--- config.mk ---
export PLATFORM = sky130hd
export DESIGN_NAME = uart_frame_rx
export DESIGN_NICKNAME = d
export VERILOG_FILES = /design/src/rtl/uart_rx_pkg.sv /design/src/rtl/uart_rx_sync.sv /design/src/rtl/uart_rx_vote.sv /design/src/rtl/uart_rx_word.sv /design/src/rtl/uart_frame_rx.sv
export SDC_FILE = /design/constraint.sdc
export NUM_CORES = 1
export LEC_CHECK = 0
export ABC_AREA = 0
export BUFFER_PORTS_ARGS = -buffer_cell sky130_fd_sc_hd__buf_4
export CAP_MARGIN = 20
export CORE_ASPECT_RATIO = 1.75
export CORE_MARGIN = 3
export CORE_UTILIZATION = 58
export DETAILED_ROUTE_END_ITERATION = 12
export PLACE_DENSITY_LB_ADDON = 0.25
export REMOVE_ABC_BUFFERS = 1
export SLEW_MARGIN = 20
export SYNTH_ARGS = -nofsm -noshare
export SYNTH_HDL_FRONTEND = slang
export SYNTH_HIERARCHICAL = 1
export SYNTH_SLANG_ARGS = --single-unit
export TNS_END_PERCENT = 20
--- constraint.sdc ---
create_clock -name clk -period 2.9 [get_ports clk]
set_clock_uncertainty 0.05 [all_clocks]
set_input_delay 0.145 -clock clk [delete_from_list [all_inputs] [get_ports clk]]
set_output_delay 0.145 -clock clk [all_outputs]
set_load 0.005 [all_outputs]
--- src/rtl/uart_rx_pkg.sv ---
package uart_rx_pkg;

    typedef enum logic [2:0] {
        ST_OFF,
        ST_IDLE,
        ST_START,
        ST_BITS,
        ST_STOP
    } rx_state_e;

    localparam int ERR_W   = 4;
    localparam int ERR_PAR = 0;
    localparam int ERR_FRM = 1;
    localparam int ERR_NSE = 2;
    localparam int ERR_OVR = 3;

endpackage

--- src/rtl/uart_rx_sync.sv ---
module uart_rx_sync #(
    parameter int STAGES = 2
) (
    input  logic clk,
    input  logic rst_n,
    input  logic din,
    output logic dout
);

    generate
        if (STAGES < 2) begin : g_single
            logic q;
            always_ff @(posedge clk or negedge rst_n) begin
                if (!rst_n) q <= 1'b1;
                else        q <= din;
            end
            assign dout = q;
        end else begin : g_chain
            logic [STAGES-1:0] q;
            always_ff @(posedge clk or negedge rst_n) begin
                if (!rst_n) q <= '1;
                else        q <= {q[STAGES-2:0], din};
            end
            assign dout = q[STAGES-1];
        end
    endgenerate

endmodule

--- src/rtl/uart_rx_vote.sv ---
module uart_rx_vote (
    input  logic clk,
    input  logic rst_n,
    input  logic tick,
    input  logic din,
    output logic maj,
    output logic mid,
    output logic noisy
);

    // hist[0] holds the previous tick's sample, hist[1] the one before it
    logic [1:0] hist;

    always_ff @(posedge clk or negedge rst_n) begin
        if (!rst_n)    hist <= 2'b11;
        else if (tick) hist <= {hist[0], din};
    end

    always_comb begin
        mid   = hist[0];
        maj   = (hist[1] & hist[0]) | (hist[1] & din) | (hist[0] & din);
        noisy = !((hist[1] == hist[0]) && (hist[0] == din));
    end

endmodule

--- src/rtl/uart_rx_word.sv ---
module uart_rx_word #(
    parameter int MAX_LEN = 9
) (
    input  logic [MAX_LEN-1:0] frame,
    input  logic [1:0]         len_sel,
    input  logic               par_en,
    input  logic               par_odd,
    output logic [MAX_LEN-1:0] data,
    output logic               par_err
);

    int  flen;
    int  dlen;
    logic pbit;

    always_comb begin
        unique case (len_sel)
            2'b00:   flen = MAX_LEN - 2;
            2'b10:   flen = MAX_LEN;
            default: flen = MAX_LEN - 1;
        endcase
        dlen = par_en ? flen - 1 : flen;
        for (int i = 0; i < MAX_LEN; i++) begin
            data[i] = (i < dlen) ? frame[i] : 1'b0;
        end
        pbit    = frame[flen-1];
        par_err = par_en & ((^data) ^ pbit ^ par_odd);
    end

endmodule

--- src/rtl/uart_frame_rx.sv ---
module uart_frame_rx
    import uart_rx_pkg::*;
#(
    parameter int MAX_LEN     = 9,
    parameter int OS_HI       = 16,
    parameter int SYNC_STAGES = 2
) (
    input  logic               clk,
    input  logic               rst_n,
    input  logic               rx_en,
    input  logic               os_tick,
    input  logic               os_half,
    input  logic               vote3,
    input  logic [1:0]         len_sel,
    input  logic               par_en,
    input  logic               par_odd,
    input  logic               rxd,
    input  logic               data_rd,
    input  logic [ERR_W-1:0]   err_clr,
    output logic [MAX_LEN-1:0] rx_word,
    output logic               word_ready,
    output logic               en_ack,
    output logic [ERR_W-1:0]   err_flags
);

    localparam int OS_LO = OS_HI / 2;
    localparam int OS_W  = $clog2(OS_HI);
    localparam int BIT_W = $clog2(MAX_LEN);

    rx_state_e state, state_nxt;

    logic                rxs;
    logic                maj, mid, noisy;
    logic [OS_W-1:0]     cnt, idx_now, last_idx, mid_idx;
    logic [BIT_W-1:0]    bidx, len_m1;
    logic [MAX_LEN-1:0]  frame;
    logic [MAX_LEN-1:0]  word_data;
    logic                par_err;
    logic                noise_acc;
    logic                bit_val, bit_noise;
    logic                decide, wrap, start_seen;
    logic                frame_done, ovr_hit, accept;
    logic [ERR_W-1:0]    err_set;

    uart_rx_sync #(.STAGES(SYNC_STAGES)) u_sync (
        .clk   (clk),
        .rst_n (rst_n),
        .din   (rxd),
        .dout  (rxs)
    );

    uart_rx_vote u_vote (
        .clk   (clk),
        .rst_n (rst_n),
        .tick  (os_tick),
        .din   (rxs),
        .maj   (maj),
        .mid   (mid),
        .noisy (noisy)
    );

    uart_rx_word #(.MAX_LEN(MAX_LEN)) u_word (
        .frame   (frame),
        .len_sel (len_sel),
        .par_en  (par_en),
        .par_odd (par_odd),
        .data    (word_data),
        .par_err (par_err)
    );

    // bit timing
    always_comb begin
        last_idx   = os_half ? OS_W'(OS_LO - 1) : OS_W'(OS_HI - 1);
        mid_idx    = os_half ? OS_W'(OS_LO / 2) : OS_W'(OS_HI / 2);
        idx_now    = (cnt == last_idx) ? '0 : cnt + OS_W'(1);
        decide     = os_tick && (idx_now == mid_idx + OS_W'(1));
        wrap       = os_tick && (idx_now == '0);
        start_seen = os_tick && !rxs;
        bit_val    = vote3 ? maj : mid;
        bit_noise  = vote3 & noisy;
        unique case (len_sel)
            2'b00:   len_m1 = BIT_W'(MAX_LEN - 3);
            2'b10:   len_m1 = BIT_W'(MAX_LEN - 1);
            default: len_m1 = BIT_W'(MAX_LEN - 2);
        endcase
    end

    // next state
    always_comb begin
        state_nxt = state;
        unique case (state)
            ST_OFF:   state_nxt = ST_IDLE;
            ST_IDLE:  if (start_seen) state_nxt = ST_START;
            ST_START: begin
                if (decide && bit_val) state_nxt = ST_IDLE;
                else if (wrap)         state_nxt = ST_BITS;
            end
            ST_BITS:  if (wrap && (bidx == len_m1)) state_nxt = ST_STOP;
            ST_STOP:  if (decide) state_nxt = ST_IDLE;
            default:  state_nxt = ST_OFF;
        endcase
        if (!rx_en) state_nxt = ST_OFF;
    end

    // state register
    always_ff @(posedge clk or negedge rst_n) begin
        if (!rst_n) state <= ST_OFF;
        else        state <= state_nxt;
    end

    // frame completion and flag updates
    always_comb begin
        frame_done = (state == ST_STOP) && decide && rx_en;
        ovr_hit    = frame_done && word_ready && !data_rd;
        accept     = frame_done && !ovr_hit;
        err_set    = '0;
        err_set[ERR_OVR] = ovr_hit;
        err_set[ERR_NSE] = frame_done && (noise_acc || bit_noise);
        err_set[ERR_FRM] = frame_done && !bit_val;
        err_set[ERR_PAR] = frame_done && par_err;
    end

    // counters and frame assembly
    always_ff @(posedge clk or negedge rst_n) begin
        if (!rst_n) begin
            cnt       <= '0;
            bidx      <= '0;
            frame     <= '0;
            noise_acc <= 1'b0;
        end else begin
            unique case (state)
                ST_IDLE: begin
                    if (start_seen) begin
                        cnt       <= '0;
                        frame     <= '0;
                        noise_acc <= 1'b0;
                    end
                end
                ST_START: begin
                    if (os_tick) cnt <= idx_now;
                    if (decide)  noise_acc <= noise_acc | bit_noise;
                    if (wrap)    bidx <= '0;
                end
                ST_BITS: begin
                    if (os_tick) cnt <= idx_now;
                    if (decide) begin
                        frame[bidx] <= bit_val;
                        noise_acc   <= noise_acc | bit_noise;
                    end
                    if (wrap) bidx <= bidx + BIT_W'(1);
                end
                ST_STOP: begin
                    if (os_tick) cnt <= idx_now;
                end
                default: begin
                    cnt <= '0;
                end
            endcase
        end
    end

    // held word, ready flag and sticky errors
    always_ff @(posedge clk or negedge rst_n) begin
        if (!rst_n) begin
            rx_word    <= '0;
            word_ready <= 1'b0;
            err_flags  <= '0;
        end else begin
            if (accept)  rx_word <= word_data;
            word_ready <= accept | (word_ready & ~data_rd);
            err_flags  <= (err_flags & ~err_clr) | err_set;
        end
    end

    // outputs decoded from state
    always_comb begin
        en_ack = (state != ST_OFF);
    end

endmodule

==> reports/results.ini <==
[critical_path]
crit_type=register to register
critPathLaunchType=register
cp-end-kind=register
path_max_fanout=11
required_ns=3.02
worstPathArrival_ns=2.77

[grt]
grt_pass1_vias=1856
antenna_found_initial=0
grt-ovfl-total=0
grt_pass1_wl_um=8360
grt_usage=0.227
grt_max_degree=40

[drt]
drc=0
dr.pass1.iters=8
via_per_inst=5.82
ant_nets=0
wire_per_inst_um=15.9
drt-initial-drc-count=41
drt-total-wl_um=4950
vias=1811

[floorplanning]
die_w_um=54.4
core-area_mm2=0.00390
die_h_um=90.7
rows=30
dieArea_mm2=0.00494
start_util=0.610
boundaryPins=31

[cells_and_area]
register_area_um2=981
multiInputGateArea_mm2=0.00124
design_area_mm2=0.00270
nFillCells=332
nets=287
areaGrowthSynthToFinish_pct=13.5
diodes=0
drive_above_1_share=0.259

[logic_synthesis]
synth_edf_count=0
yosys.area.top_type=dfrtp_1
yosysSeqAreaShare=0.412
synthArstFlopShare=1.00
synth_seq_cells=39
syn-cell-area_mm2=0.00238
synthCells=234
synth.area.top_cells=dfrtp_1, mux2_4, nand2_1
synth_top_area_share=0.368
avgSynthCellArea_um2=10.2
synth-main-ff-cell=dfrtp_1
yosysWarnings=6
ys_types=64

[job]
drv_cap=0

[power_and_ir_drop]
power_mw=1.25
p_per_area_mw_per_mm2=463
peakVddDrop_mv=0.463
power.leakage_nw=1.22

[timing]
tns_ns=0
max_freq_mhz=377
finalWorstSetupSlack_ns=0.249
period_minus_slack_ns=2.65
worst_slew_pin_slew_ns=0.826
report.final.slew_viol_count=0
holdWs_ns=0.0135
fin_crit_sh=0.914
hold_viol_final=0
setup_viol=0
slew-limit-headroom=0.447
rsz0062_at_grt=no

[placement]
place_congestion=0.852
pre_cts_ws_ns=0.265
io_buffers=30
postPlaceCellArea_mm2=0.00257
hpwlAfterDp_um=3680

[clock_network]
clk_pin_slew_worst_paths_ns=0.07
post_cts_buffers=0
cts-resized-gates=0
postCtsHoldBufs=5
clock-sinks=39
cts_max_level=2
clockBufferDepth=2
cts_made_buffers=5
cts-root-buf=clkbuf_8
worstSkewPairLatency_ns=0.29
cts_tree=done

[min_path]
min_path_type=primary input to register

[run_status]
status=complete, no violations

logic make-up after synthesis:
| family | share of synthesized area |
|---|---|
| buffers and inverters | 0.0668 |
| XOR/XNOR | 0.0389 |
| AO/OA/AOI/OAI | 0.150 |
| AND/OR/NAND/NOR | 0.201 |
| flip-flops | 0.412 |
| multiplexers | 0.0836 |
| adder cells (fa/ha/maj) | 0.0473 |
critical path, cell delays in order, from the launching register on:
cell and delay [ns]:
dfrtp_1 0.47, ha_1 0.38, mux2_2 0.21, o21ai_1 0.09, or4b_4 0.63, nor2b_4 0.37
mux2_4 0.34
cells in the mapped netlist, drive strengths merged (3+ instances only):
library cell	count
buf	6
nand3b	3
dfstp	4
nand2	31
o22ai	4
nor3	3
inv	12
nor2	8
o21ai	13
clkbuf	9
nor2b	5
nand3	5
mux2i	3
a32o	8
ha	9
a21oi	6
nand2b	5
xnor2	6
dfrtp	35
o31ai	3
or4b	3
mux2	12
a31oi	3
o211ai	3
stage by stage:
step	std cells	utilization
3_5_place_dp	298	0.657
2_1_floorplan	218	-
3_3_place_gp	298	0.657
5_1_grt	311	0.692
4_1_cts	311	0.692
6_report	311	0.692
layer usage:
metal  vias to the layer above  share of wire  track usage
met5                         -              0            0
met4                         0          0.014       0.0748
li1                        891              -            -
met2                        36           0.57        0.423
met3                         6          0.025       0.0413
met1                       878           0.39        0.236
state kept, by name, indices dropped and copies added, names as in the netlist, 2 cells and up:
signal            flops
bidx                  4
rx_word               9
err_flags             4
cnt                   4
frame                 9
u_sync/g_chain.q      2
state                 3
u_vote/hist           2
final timing paths:
path                                startpoint             endpoint  slack (ns)  depth (start not counted)
setup / recovery                        cnt[0]           rx_word[7]        0.25                          6
hold reg to reg            u_sync/g_chain.q[0]  u_sync/g_chain.q[1]        0.31                          0
max in group asynchronous                rst_n  u_sync/g_chain.q[0]        2.13                          2
min in group asynchronous                rst_n               cnt[2]        0.31                          2
hold / removal                      err_clr[0]         err_flags[0]        0.01                          2
setup reg to reg                        cnt[0]           rx_word[7]        0.25                          6
power by group:
group / switching, mW / internal, mW
Clock: 0.183 / 0.164
Combinational: 0.158 / 0.123
Sequential: 0.0438 / 0.577
Total: 0.385 / 0.864
final cells by class:
cell class	instances	area share
clock buffers	5	0.0255
clock inverters	3	0.00556
inverters	12	0.0167
multi-input cells	167	0.459
flip-flops and latches	39	0.363
well taps	48	0.0222
repair buffers	37	0.108
cells in the final DEF (no fill, tap or decap), drive strengths merged, types with 4 or more instances in the layout:
master,synthesis,final
dfrtp,35,35
buf,6,32
nand2,31,31
o21ai,13,13
inv,12,12
mux2,12,12
ha,9,9
nor2,8,8
a32o,8,8
a21oi,6,6
xnor2,6,6
nand2b,5,5
nand3,5,5
clkbuf,9,5
dlygate4sd3,0,5
nor2b,5,5
o22ai,4,4
dfstp,4,4
Power figures use the tool's default switching activity.
